--- src/rtl/wdog_ta_pkg.sv ---
package wdog_ta_pkg;
   localparam logic [7:0] KEY_FIRST  = 8'hAA;
   localparam logic [7:0] KEY_SECOND = 8'h55;

   localparam int B_RESTART = 0;
   localparam int B_RSTEN   = 1;
   localparam int B_IRQEN   = 2;
   localparam int B_IRQF    = 3;
   localparam int B_TOUT    = 4;
   localparam int B_PRIO    = 5;

   typedef struct packed {
      logic prio;
      logic tout;
      logic irqf;
      logic irq_en;
      logic rst_en;
   } ctl_t;
endpackage

--- src/rtl/wdog_ta_presc.sv ---
module wdog_ta_presc #(
   parameter int PRE_W = 4
) (
   input  logic clk,
   input  logic rst_n,
   input  logic clr,
   output logic tick
);
   generate
      if (PRE_W == 0) begin : g_direct
         logic unused_pins;
         assign unused_pins = clk ^ rst_n ^ clr;
         assign tick = 1'b1;
      end else begin : g_count
         logic [PRE_W-1:0] pc;
         always_ff @(posedge clk or negedge rst_n) begin
            if (!rst_n)   pc <= '0;
            else if (clr) pc <= '0;
            else          pc <= pc + PRE_W'(1);
         end
         assign tick = &pc;
      end
   endgenerate
endmodule

--- src/rtl/wdog_ta_unlock.sv ---
module wdog_ta_unlock
   import wdog_ta_pkg::*;
#(
   parameter int ADDR_W    = 2,
   parameter int KEY_ADDR  = 0,
   parameter int CTRL_ADDR = 1,
   parameter int WIN       = 3
) (
   input  logic              clk,
   input  logic              rst_n,
   input  logic              bus_wr,
   input  logic [ADDR_W-1:0] bus_addr,
   input  logic [7:0]        bus_wdata,
   output logic              win_open
);
   localparam int WIN_W = $clog2(WIN + 1);

   logic             first_seen;
   logic [WIN_W-1:0] win;
   logic             wr_key, wr_ctl;

   assign wr_key   = bus_wr && (bus_addr == ADDR_W'(KEY_ADDR));
   assign wr_ctl   = bus_wr && (bus_addr == ADDR_W'(CTRL_ADDR));
   assign win_open = (win != '0);

   always_ff @(posedge clk or negedge rst_n) begin
      if (!rst_n) begin
         first_seen <= 1'b0;
         win        <= '0;
      end else begin
         first_seen <= wr_key && (bus_wdata == KEY_FIRST);
         if (wr_key && (bus_wdata == KEY_SECOND) && first_seen)
            win <= WIN_W'(WIN);
         else if (wr_ctl && win_open)
            win <= '0;
         else if (win_open)
            win <= win - WIN_W'(1);
      end
   end
endmodule

--- src/rtl/wdog_ta_core.sv ---
module wdog_ta_core #(
   parameter int BASE_EXP  = 17,
   parameter int STEP_EXP  = 3,
   parameter int RST_DELAY = 512
) (
   input  logic       clk,
   input  logic       rst_n,
   input  logic       tick,
   input  logic       restart,
   input  logic [1:0] sel,
   input  logic       rst_en,
   output logic       expire,
   output logic       fire
);
   localparam int CNT_W = BASE_EXP + 3 * STEP_EXP;
   localparam int DLY_W = $clog2(RST_DELAY + 1);

   logic [CNT_W-1:0] cnt;
   logic [CNT_W:0]   lim [4];
   logic             armed;
   logic [DLY_W-1:0] dly;
   logic             at_end, dly_done;

   for (genvar g = 0; g < 4; g++) begin : g_lim
      assign lim[g] = (CNT_W+1)'(1) << (BASE_EXP + STEP_EXP * g);
   end

   assign at_end   = (({1'b0, cnt} + (CNT_W+1)'(1)) >= lim[sel]);
   assign dly_done = armed && (dly == DLY_W'(RST_DELAY - 1));
   assign expire   = tick && !restart && at_end;
   assign fire     = tick && !restart && dly_done && rst_en;

   always_ff @(posedge clk or negedge rst_n) begin
      if (!rst_n) begin
         cnt   <= '0;
         armed <= 1'b0;
         dly   <= '0;
      end else if (restart) begin
         cnt   <= '0;
         armed <= 1'b0;
         dly   <= '0;
      end else if (tick) begin
         cnt <= at_end ? '0 : cnt + CNT_W'(1);
         if (armed) begin
            if (dly_done) begin
               armed <= 1'b0;
               dly   <= '0;
               if (rst_en) cnt <= '0;
            end else begin
               dly <= dly + DLY_W'(1);
            end
         end else if (at_end) begin
            armed <= 1'b1;
            dly   <= '0;
         end
      end
   end
endmodule

--- src/rtl/wdog_ta.sv ---
module wdog_ta
   import wdog_ta_pkg::*;
#(
   parameter int PRE_W     = 4,
   parameter int BASE_EXP  = 17,
   parameter int STEP_EXP  = 3,
   parameter int RST_DELAY = 512,
   parameter int WIN_CYC   = 3,
   parameter int ADDR_W    = 2,
   parameter int KEY_ADDR  = 0,
   parameter int CTRL_ADDR = 1
) (
   input  logic              clk,
   input  logic              rst_n,
   input  logic              bus_wr,
   input  logic [ADDR_W-1:0] bus_addr,
   input  logic [7:0]        bus_wdata,
   output logic [7:0]        bus_rdata,
   input  logic [1:0]        ivl_sel,
   output logic              wd_irq,
   output logic              wd_rst,
   output logic              wd_timeout
);
   ctl_t ctl_q;
   logic win_open, wr_ctl, prot_wr, restart_ev;
   logic tick, expire, fire;
   logic rst_en_q, irq_en_q;
   logic unused_bits;

   assign unused_bits = ^bus_wdata[7:6];
   assign wr_ctl      = bus_wr && (bus_addr == ADDR_W'(CTRL_ADDR));
   assign prot_wr     = wr_ctl && win_open;
   assign restart_ev  = prot_wr && bus_wdata[B_RESTART];
   assign rst_en_q    = ctl_q.rst_en;
   assign irq_en_q    = ctl_q.irq_en;

   wdog_ta_unlock #(
      .ADDR_W(ADDR_W), .KEY_ADDR(KEY_ADDR), .CTRL_ADDR(CTRL_ADDR), .WIN(WIN_CYC)
   ) u_unlock (
      .clk(clk), .rst_n(rst_n), .bus_wr(bus_wr), .bus_addr(bus_addr),
      .bus_wdata(bus_wdata), .win_open(win_open)
   );

   wdog_ta_presc #(.PRE_W(PRE_W)) u_presc (
      .clk(clk), .rst_n(rst_n), .clr(restart_ev), .tick(tick)
   );

   wdog_ta_core #(
      .BASE_EXP(BASE_EXP), .STEP_EXP(STEP_EXP), .RST_DELAY(RST_DELAY)
   ) u_core (
      .clk(clk), .rst_n(rst_n), .tick(tick), .restart(restart_ev), .sel(ivl_sel),
      .rst_en(ctl_q.rst_en), .expire(expire), .fire(fire)
   );

   always_ff @(posedge clk or negedge rst_n) begin
      if (!rst_n) begin
         ctl_q  <= '0;
         wd_rst <= 1'b0;
      end else begin
         wd_rst <= fire;
         if (wr_ctl) begin
            ctl_q.irq_en <= bus_wdata[B_IRQEN];
            ctl_q.prio   <= bus_wdata[B_PRIO];
            if (!bus_wdata[B_IRQF]) ctl_q.irqf <= 1'b0;
            if (!bus_wdata[B_TOUT]) ctl_q.tout <= 1'b0;
         end
         if (prot_wr) ctl_q.rst_en <= bus_wdata[B_RSTEN];
         if (expire)  ctl_q.irqf   <= 1'b1;
         if (fire)    ctl_q.tout   <= 1'b1;
      end
   end

   always_comb begin
      bus_rdata = '0;
      if (bus_addr == ADDR_W'(CTRL_ADDR)) begin
         bus_rdata[B_RSTEN] = ctl_q.rst_en;
         bus_rdata[B_IRQEN] = ctl_q.irq_en;
         bus_rdata[B_IRQF]  = ctl_q.irqf;
         bus_rdata[B_TOUT]  = ctl_q.tout;
         bus_rdata[B_PRIO]  = ctl_q.prio;
      end
   end

   assign wd_irq     = ctl_q.irqf && ctl_q.irq_en;
   assign wd_timeout = ctl_q.tout;
endmodule

--- config.mk ---
export PLATFORM = sky130hd
export DESIGN_NAME = wdog_ta
export DESIGN_NICKNAME = d
export VERILOG_FILES = /design/src/rtl/wdog_ta_pkg.sv /design/src/rtl/wdog_ta_presc.sv /design/src/rtl/wdog_ta_unlock.sv /design/src/rtl/wdog_ta_core.sv /design/src/rtl/wdog_ta.sv
export SDC_FILE = /design/constraint.sdc
export NUM_CORES = 1
export LEC_CHECK = 0
export ABC_AREA = 1
export BUFFER_PORTS_ARGS = -buffer_cell sky130_fd_sc_hd__buf_2
export CAP_MARGIN = 20
export CORE_MARGIN = 5
export CORE_UTILIZATION = 58
export CTS_CLUSTER_SIZE = 16
export DETAILED_ROUTE_END_ITERATION = 7
export GPL_ROUTABILITY_DRIVEN = 0
export PLACE_DENSITY = 0.77
export SYNTH_ARGS = -nofsm -noshare
export SYNTH_HDL_FRONTEND = slang
export SYNTH_HIERARCHICAL = 1
export SYNTH_SLANG_ARGS = --single-unit
--- constraint.sdc ---
create_clock -name clk -period 5.8 [get_ports clk]
set_input_delay 0.58 -clock clk [delete_from_list [all_inputs] [get_ports clk]]
set_output_delay 0.58 -clock clk [all_outputs]
set_load 0.05 [all_outputs]
==> results of run 1 <==
## power breakdown
group	internal, mW	switching (mW)	total (mW)	leakage (nW)
Clock	0.128	0.125	0.254	0.0504
Combinational	0.249	0.472	0.721	1.09
Sequential	0.454	0.101	0.555	0.672
## state kept, by name, summed over array words and instances, names as in the netlist
signal / flops
u_core/cnt: 26
u_core/dly: 10
u_presc/g_count.pc: 4
ctl_q: 2
u_unlock/win: 2
irq_en_q: 1
rst_en_q: 1
u_core/armed: 1
u_unlock/first_seen: 1
wd_rst: 1
wd_timeout: 1
## cells in the mapped netlist (all sizes together), types with 3 or more instances
library cell	n	area [µm²]
buf	7	61.30
nand3b	3	22.52
xnor2	5	43.79
o22ai	19	237.7
inv	65	244.0
nand2	164	640.6
ha	8	100.1
xor2	5	43.79
dfrtp	50	1251
o21ai	12	63.81
nor2	81	364.1
nand4	11	75.07
nor3	10	50.05
nand3	45	252.8
clkbuf	4	15.01
## kinds of logic (layout without fill, tap and decap cells)
group,after synthesis,after routing,synth area share [%]
simple gates,322,322,41.06
buf+inv,76,98,9.007
flops,50,50,35.19
compound gates,36,36,9.360
xor+xnor,10,10,2.463
fa+ha+maj,8,8,2.815
other cells,1,3,0.1055
## routing by layer
metal | global-route usage, % | vias up
met5 | 0 | -
met4 | 5.769 | 0
met3 | 3.166 | 11
met2 | 36.85 | 105
met1 | 28.35 | 1506
li1 | - | 1638
## final cells by class
cell class                      instances  area, µm²
Clock buffer                            5      68.82
Tap cell                               75      93.84
Multi-Input combinational cell        379       1996
Inverter                               65      244.0
Fill cell                             537       2117
Sequential cell                        50       1251
Timing Repair Buffer                   25      140.1
Clock inverter                          3      45.04
## per-stage QoR
stage / power (mW) / setup slack (ns)
floorplan: 1.149 / 3.109
global route: 1.649 / 2.188
detailed placement: 1.276 / 2.614
CTS: 1.535 / 2.590
finish: 1.529 / 2.569
global placement: 1.255 / 2.747
## worst paths after layout
| check | from | endpoint | slack, ns | cells past startpoint |
|---|---|---|---|---|
| min in group clk | ctl_q[4] | ctl_q[4] | 0.48 | 2 |
| max in group asynchronous | rst_n | u_core/cnt[12] | 5.00 | 2 |
| min reg2reg | ctl_q[4] | ctl_q[4] | 0.48 | 2 |
| max | u_core/cnt[1] | u_core/dly[9] | 2.57 | 21 |
| max reg2reg | u_core/cnt[1] | u_core/dly[9] | 2.57 | 21 |
| min | rst_n | ctl_q[4] | 0.38 | 2 |
==> results.cfg, run 1 <==
[run_status]
status = finished clean

[sta]
tns_ns = 0
finalSetupViolCount = 0
finalCriticalPeriod_ns = 3.231
finalClockSkew_ns = 0.007645
hold_slack_ns = 0.3786
slew_viol_final = 0
period_share_pct = 55.70
max_slew.worst_pin.slew_ns = 0.6531
fmax_mhz = 309.5
final_hold_viol_count = 0
relSlewSlack_pct = 56.30
rsz0062_at_grt = false

[logic_synthesis]
synth.avg_cell_area_um2 = 7.069
async_reset_ff_share_pct = 100.0
ys_seq_area_share_pct = 35.19
synth_edf_count = 0
ys_types = 38
synthesis.area_mm2 = 0.003556
synth_cells = 503
synth_warnings = 6
synth_seq_cells = 50
synthFlopType = dfrtp_1

[final_layout]
layout.cells.non_filler = 602
stdcell_area_mm2 = 0.003839
final_layout_size_suffix_gt1_share_pct = 16.13
layout_common_cells = 156 x nand2_1, 69 x nor2_1, 61 x inv_1
layout_commonest_cell = nand2_1
fin_util_pct = 64.45
antenna_cells = 0
area_delta_synth_final_pct = 7.952
fin_nets = 549

[power]
total_leakage_power_nw = 1.809
peakVddDrop_uv = 239.2
pwr_density_cell_mw_per_mm2 = 398.4

[route]
postRouteAntennaNets = 0
routed.top_layer = met4
via_per_inst = 5.415
num_vias = 3260
wl_met2_um = 3600
first_iter_violations = 182
first_pass_iters = 5
avgRoutedWirePerCell_um = 12.81
wirelength_um = 7710
met1Wirelength_um = 3581
drc_errors = 0
wl_met3_um = 433

[clock_network]
root_buffer = clkbuf_8
cts_buffers = 5
htreeDepth = 2
cts_buffer_depth = 2
post_cts_buffers = 0
holdBufCountCts = 0
clock-sinks = 50
cts_tree = done
clk_pin_slew_worst_paths_ns = 0.10
clk-insertion-delay-late_ns = 0.31
cts_resized = 0

[global_routing]
grt_max_degree = 51
antenna_found_initial = 0
grt_pass1_vias = 3146
groute.usage.overall_pct = 21.47
grt_pass1_wl_um = 13610
overflow = 0

[worst_setup_path]
crit_chain = ha_1 > nand3_2 > inv_2 > nand3_1 > nor2_1 > nand2_1 > xnor2_1 > ha_1 > nand3_1 > nor2_1 > nand3_1 > nor2_1 > nand2_1 > nor2_1 > nand2_1 > nor2_2 > nand3_2 > nand4_2 > nand2_2 > nand2_1 > nand2_1
path_buf_inv = 1
startpoint_type = flop
cp_max_fo = 11
cp.required_ns = 6.01
critPathTopFamily = simple AND/OR/NAND/NOR gates
path_class = flop to flop
critPathCaptureType = flop
crit_path_top_delay_cell = dfrtp_1
cpPeakStageDelay_ns = 0.42
crit_top_cell = nand2_1
worstPathArrival_ns = 3.44

[floorplanning]
die_y_um = 88.30
die-area_mm2 = 0.007797
start_util_pct = 59.71
die_x_um = 88.30
core_area_mm2 = 0.005956
placementRows = 28
boundaryPins = 26

[placement]
place_area_mm2 = 0.003725
io_buffers = 22
post-dp-hpwl_um = 5683
placed_cells = 594

[min_path]
hold_class = input port to async pin

[flow_run]
maxCapViolCount = 0
Note: power is estimated with default switching activity, not from simulation.
==> run 2, diff against run 1 <==
==> constraint.sdc (replaced) <==
create_clock -name clk -period 3 [get_ports clk]
set_input_delay 0.3 -clock clk [delete_from_list [all_inputs] [get_ports clk]]
set_output_delay 0.3 -clock clk [all_outputs]
set_load 0.05 [all_outputs]
==> run 2 against run 1 <==
  * Fmax increased by 8.3%
  * Via count increased by 4.7%
  * Final cell count increased by 4.3%
  * First-iteration DRC count increased by 28%
  * Flip-flop and latch count unchanged
  * Clock skew increased by 0.0032 ns
  * Sequential power increased by 95%
  * Largest cell class unchanged
==> results.cfg, run 2 (synthesized netlist as in run 1, its figures left out) <==
[clock_network]
clock-sinks = 50
cts_buffer_depth = 2
htreeDepth = 2
cts_buffers = 5
clk-insertion-delay-late_ns = 0.31
root_buffer = clkbuf_8
clk_pin_slew_worst_paths_ns = 0.10
cts_tree = done

[worst_setup_path]
critPathCaptureType = flop
path_class = flop to flop
crit_path_start = u_core/cnt[4]
cp.required_ns = 3.19
reg2regPathDepth = 19
cp_max_fo = 6
crit_chain = nand2_1 > nor2_1 > nand3_4 > nor2_2 > nand2_1 > xnor2_1 > ha_1 > nand3_1 > nor2_1 > nand3_1 > nor2_1 > nand2_1 > nor2_1 > nand2_1 > nor2_2 > nand3_4 > nand2_4 > clkbuf_16 > o21ai_0
cpPeakStageDelay_ns = 0.42
startpoint_type = flop
crit_path_top_delay_cell = dfrtp_1
crit_end = u_core/cnt[7]
rr_endpoint = u_core/cnt[7]
r2r_start = u_core/cnt[4]
r2r_setup_slack_ns = 0.02
worstPathArrival_ns = 3.17

[placement]
post-dp-hpwl_um = 5861
io_buffers = 22
place_area_mm2 = 0.003825
placed_cells = 605

[final_layout]
layout_common_cells = 153 x nand2_1, 66 x nor2_1, 61 x inv_1
layout.cells.non_filler = 628
stdcell_area_mm2 = 0.004136
fin_nets = 575
n_fill_cell = 485
reg_top3 = u_core/cnt (26), u_core/dly (10), u_presc/g_count.pc (4)
area_delta_synth_final_pct = 16.33
antenna_cells = 0
layout_commonest_cell = nand2_1
fin_util_pct = 69.45
final_layout_size_suffix_gt1_share_pct = 21.88
top_register = u_core/cnt
multi_input_area_mm2 = 0.002059
largest_reg_flops = 26
regArea_mm2 = 0.001254

[floorplanning]
placementRows = 28
core_area_mm2 = 0.005956
die_y_um = 88.30
boundaryPins = 26
start_util_pct = 59.71
die-area_mm2 = 0.007797
die_x_um = 88.30

[global_routing]
grt_pass1_wl_um = 13880
grt_pass1_vias = 3076
grt_max_degree = 32
antenna_found_initial = 0
groute.usage.overall_pct = 22.10
overflow = 0

[sta]
finalSetupViolCount = 0
hold_slack_ns = 0.2286
fmax_mhz = 335.4
period_share_pct = 99.39
rsz0062_at_grt = true
final_hold_viol_count = 0
finalClockSkew_ns = 0.01082
relSlewSlack_pct = 62.01
max_slew.worst_pin.slew_ns = 0.5698
slew_viol_final = 0
finalCriticalPeriod_ns = 2.982

[route]
first_iter_violations = 233
drc_errors = 0
wirelength_um = 8495
via_per_inst = 5.433
avgRoutedWirePerCell_um = 13.53
postRouteAntennaNets = 0
first_pass_iters = 5
num_vias = 3412

[power]
power.total_mw = 3.347
peakVddDrop_uv = 571.6
pwr_density_cell_mw_per_mm2 = 809.2
total_leakage_power_nw = 1.976

[min_path]
hold_class = input port to flop

[flow_run]
maxCapViolCount = 0

[run_status]
status = finished clean
-- run 2: cell types whose count changed in the layout (fill, tap and decap cells not counted), sizes merged --
| cell | before | now |
|---|---|---|
| clkbuf | 5 | 6 |
| clkinv | 0 | 2 |
| dlygate4sd3 | 0 | 1 |
| clkinvlp | 2 | 0 |
| buf | 25 | 49 |
-- run 2: how the worst min path moves through the flow --
stage,startpoint,end,slack [ns],depth (start not counted)
after floorplan,rst_n,ctl_q[2],0.004,0
after global placement,rst_n,u_unlock/first_seen,0.32,1
after detailed placement,rst_n,u_unlock/first_seen,0.33,1
after CTS,bus_wdata[6],u_unlock/first_seen,0.22,4
after global routing,bus_wdata[6],u_unlock/first_seen,0.24,4
final,bus_wdata[6],u_unlock/first_seen,0.23,4
-- run 2: final cells by class --
| cell class | instances | share of cell area [%] |
|---|---|---|
| Multi-Input combinational cell | 379 | 49.79 |
| Sequential cell | 50 | 30.31 |
| Timing Repair Buffer | 51 | 9.105 |
| Inverter | 65 | 5.898 |
| Tap cell | 75 | 2.269 |
| Clock buffer | 5 | 1.664 |
| Clock inverter | 3 | 0.9679 |
-- run 2: critical path: cells and delay by family (launching register included) --
| kind | cells | cell delay [ns] |
|---|---|---|
| adders and majority gates | 1 | 0.31 |
| and+or+nand+nor | 15 | 1.76 |
| buffers and inverters | 1 | 0.17 |
| AOI/OAI and AO/OA | 1 | 0.07 |
| DFF | 1 | 0.42 |
| xor gates and xnor gates | 1 | 0.15 |
-- run 2: power by group --
group | internal [mW] | switching [mW]
combinational | 0.750 | 1.04
clock | 0.246 | 0.233
sequential | 0.878 | 0.199
-- run 2: per-layer routing --
metal | track usage (%) | vias up | part of all wire, %
met4 | 5.357 | 0 | 1.6
met1 | 31.13 | 1564 | 45
met2 | 36.03 | 133 | 47
met5 | 0 | - | 0
met3 | 3.166 | 18 | 6.9
li1 | - | 1697 | -
-- run 2: what timing repair did --
item,CTS,global route
endpoints found under the setup margin,0,36
gates resized for setup,0,19
setup buffers,0,12
endpoints found under the hold margin,13,0
hold buffers,1,0
-- run 2: per-stage QoR --
step	TNS (ns)	setup slack, ns
2_1_floorplan	0	0.3094
3_3_place_gp	0	0.1863
3_5_place_dp	0	0.06527
4_1_cts	0	0.03479
5_1_grt	-6.451	-0.2100
6_report	0	0.01831
==> run 3, diff against run 2 <==
--- a/config.mk
+++ b/config.mk
@@ -14,7 +14,7 @@
 export DETAILED_ROUTE_END_ITERATION = 7
 export GPL_ROUTABILITY_DRIVEN = 0
 export PLACE_DENSITY = 0.77
+export SLEW_MARGIN = 20
 export SYNTH_ARGS = -nofsm -noshare
 export SYNTH_HDL_FRONTEND = slang
-export SYNTH_HIERARCHICAL = 1
 export SYNTH_SLANG_ARGS = --single-unit
==> run 3 against run 2 <==
  * Core utilization fell by 2.0 points
  * Combinational power decreased by 75%
  * Critical path depth is 1 lower
  * Register-to-register slack improved by 0.20 ns
  * Setup slack better by 0.20 ns
  * Synthesized area shrank 4.3%
  * Clock power barely moved
  * Critical endpoint is now u_core.cnt[14]
==> results.cfg, run 3 <==
[final_layout]
fin_nets = 575
multi_input_area_mm2 = 0.001912
largest_reg_flops = 26
layout_common_cells = 163 x nand2_1, 69 x inv_1, 64 x nor2_1
layout.cells.non_filler = 628
layout_commonest_cell = nand2_1
reg_top3 = u_core.cnt (26), u_core.dly (10), u_presc.g_count.pc (4)
final_layout_size_suffix_gt1_share_pct = 15.55
regArea_mm2 = 0.001252
top_register = u_core.cnt
n_fill_cell = 492
antenna_cells = 0
area_delta_synth_final_pct = 15.26

[route]
postRouteAntennaNets = 0
first_iter_violations = 196
first_pass_iters = 5
via_per_inst = 5.374
drc_errors = 0
wirelength_um = 8140
avgRoutedWirePerCell_um = 12.96
num_vias = 3375

[worst_setup_path]
crit_path_start = u_core.cnt[4]
r2r_start = u_core.cnt[4]
path_class = flop to flop
crit_top_cell = nor2_4
startpoint_type = flop
cpPeakStageDelay_ns = 0.40
crit_chain = nand2_2 > nor2_4 > nand3_4 > nor2_4 > nand2_2 > nor3_4 > xor2_2 > ha_1 > nand3_1 > nor2_1 > o21ai_1 > nand2_1 > nor2_4 > nand2_2 > nor2_4 > buf_12 > nand2_1 > o21ai_1
reg2regPathDepth = 18
r2r_setup_slack_ns = 0.22
rr_endpoint = u_core.cnt[14]
worstPathArrival_ns = 3.01
critPathCaptureType = flop
cp.required_ns = 3.24
path_buf_inv = 1
crit_path_top_delay_cell = dfrtp_1
cp_max_fo = 20
critPathTopFamily = simple AND/OR/NAND/NOR gates

[run_status]
status = finished clean

[clock_network]
cts_tree = done
clk_pin_slew_worst_paths_ns = 0.10
holdBufCountCts = 0
cts_buffer_depth = 2
clk-insertion-delay-late_ns = 0.31
cts_buffers = 5
htreeDepth = 2
clock-sinks = 50
root_buffer = clkbuf_8

[power]
pwr_density_cell_mw_per_mm2 = 442.5
peakVddDrop_uv = 461.4
p_sw_mw = 0.5883
p_comb_share_pct = 25.9
total_leakage_power_nw = 1.945
pwr-share-seq_pct = 46.5
intPower_mw = 1.147
switching_share_pct = 33.89
power_frac_clock_pct = 27.6

[global_routing]
groute.usage.overall_pct = 22.67
overflow = 0
grt_pass1_wl_um = 13690
grt_max_degree = 35
grt_pass1_vias = 3155
antenna_found_initial = 0

[sta]
slew_viol_final = 0
finalClockSkew_ns = 0.009727
finalSetupViolCount = 0
period_share_pct = 92.56
tns_ns = 0
rsz0062_at_grt = false
max_slew.worst_pin.slew_ns = 0.7589
fmax_mhz = 360.1
finalCriticalPeriod_ns = 2.777
final_hold_viol_count = 0
relSlewSlack_pct = 49.41

[floorplanning]
core_area_mm2 = 0.005816
die-area_mm2 = 0.007500
boundaryPins = 26
die_y_um = 86.60
die_x_um = 86.60
placementRows = 28
start_util_pct = 58.52

[logic_synthesis]
synth_cells = 508
synth.avg_cell_area_um2 = 6.699
synth_top_area_share_pct = 36.76
ys_types = 34
synth_area_leaders = dfrtp_1 37%, nand2_1 19%, nor2_1 7.7%
yosys.area.top_type = dfrtp_1
synth_edf_count = 0
synth_warnings = 0
synth_seq_cells = 50
synthFlopType = dfrtp_1
synthesis.area_mm2 = 0.003403
synth_common_cells = 169 x nand2_1, 70 x nor2_1, 69 x inv_1
synth_most_common_cell = nand2_1
async_reset_ff_share_pct = 100.0
ys_seq_area_share_pct = 36.76

[placement]
post-dp-hpwl_um = 5993
placed_cells = 608
io_buffers = 22

[flow_run]
maxCapViolCount = 0

[min_path]
hold_class = input port to async pin
## run 3: cell count changes in the layout (fill, tap and decap cells not counted), moves of 4 or more
cell	before	now
o22ai_2	19	0
nand3_1	40	27
inv_1	61	69
inv_2	4	0
o21ai_0	9	26
nand4_1	10	16
nand2_1	153	163
## run 3: kinds of logic (layout without fill, tap and decap cells)
family | Yosys count | after routing | share of synthesized area, %
AO/OA/AOI/OAI | 39 | 39 | 6.213
XOR/XNOR | 10 | 10 | 2.573
flip-flops | 50 | 50 | 36.76
AND/OR/NAND/NOR | 319 | 319 | 41.65
other | 1 | 3 | 0.1102
adder cells (fa/ha/maj) | 8 | 8 | 2.941
buffers and inverters | 81 | 124 | 9.742
## run 3: per-stage QoR
stage	utilization (%)	power [mW]	cell area, µm²	hold WS (ns)	setup slack, ns
finish	67.45	1.736	3923	0.04721	0.2233
global route	67.45	1.851	3923	0.1135	0.005568
CTS	64.61	1.747	3757	0.06990	0.008818
detailed placement	62.61	1.265	3641	0.4085	0.002006
global placement	62.61	1.252	3641	0.4047	0.001760
floorplan	-	1.143	3411	0.004409	0.4583
## run 3: how the worst max path moves through the flow
| stage | end | depth (start not counted) |
|---|---|---|
| after detailed placement | u_core.cnt[25] | 17 |
| final | u_core.cnt[14] | 18 |
| after CTS | u_core.cnt[25] | 17 |
| after global routing | u_core.cnt[6] | 18 |
| after global placement | u_core.cnt[20] | 17 |
| after floorplan | u_core.cnt[18] | 17 |
## run 3: final cells by class
class	instances	area share, %
inverters	72	6.890
clock inverters	1	0.7656
well taps	75	2.392
flip-flops and latches	50	31.93
multi-input cells	379	48.74
repair buffers	44	7.337
clock buffers	7	1.946
## run 3: power groups by stage
stage,clock (mW),sequential [mW],combinational (mW)
2_1_floorplan,0,0.807,0.336
3_3_place_gp,0,0.816,0.435
3_5_place_dp,0,0.820,0.445
4_1_cts,0.492,0.806,0.448
5_1_grt,0.514,0.821,0.515
6_report,0.480,0.807,0.449
## run 3: metal layers
layer	GRT usage (%)	share of wire (%)
met4	9.207	2.5
met3	3.802	4.9
met5	0	0
met1	28.52	43
met2	38.60	50
## run 3: timing repair
| action | 4_1_cts | 5_1_grt |
|---|---|---|
| endpoints found under the setup margin | 14 | 38 |
| resized for setup | 1 | 23 |
| gates cloned | 0 | 0 |
| buffers inserted | 1 | 11 |
| pin swaps | 1 | 5 |
| endpoints found under the hold margin | 0 | 0 |
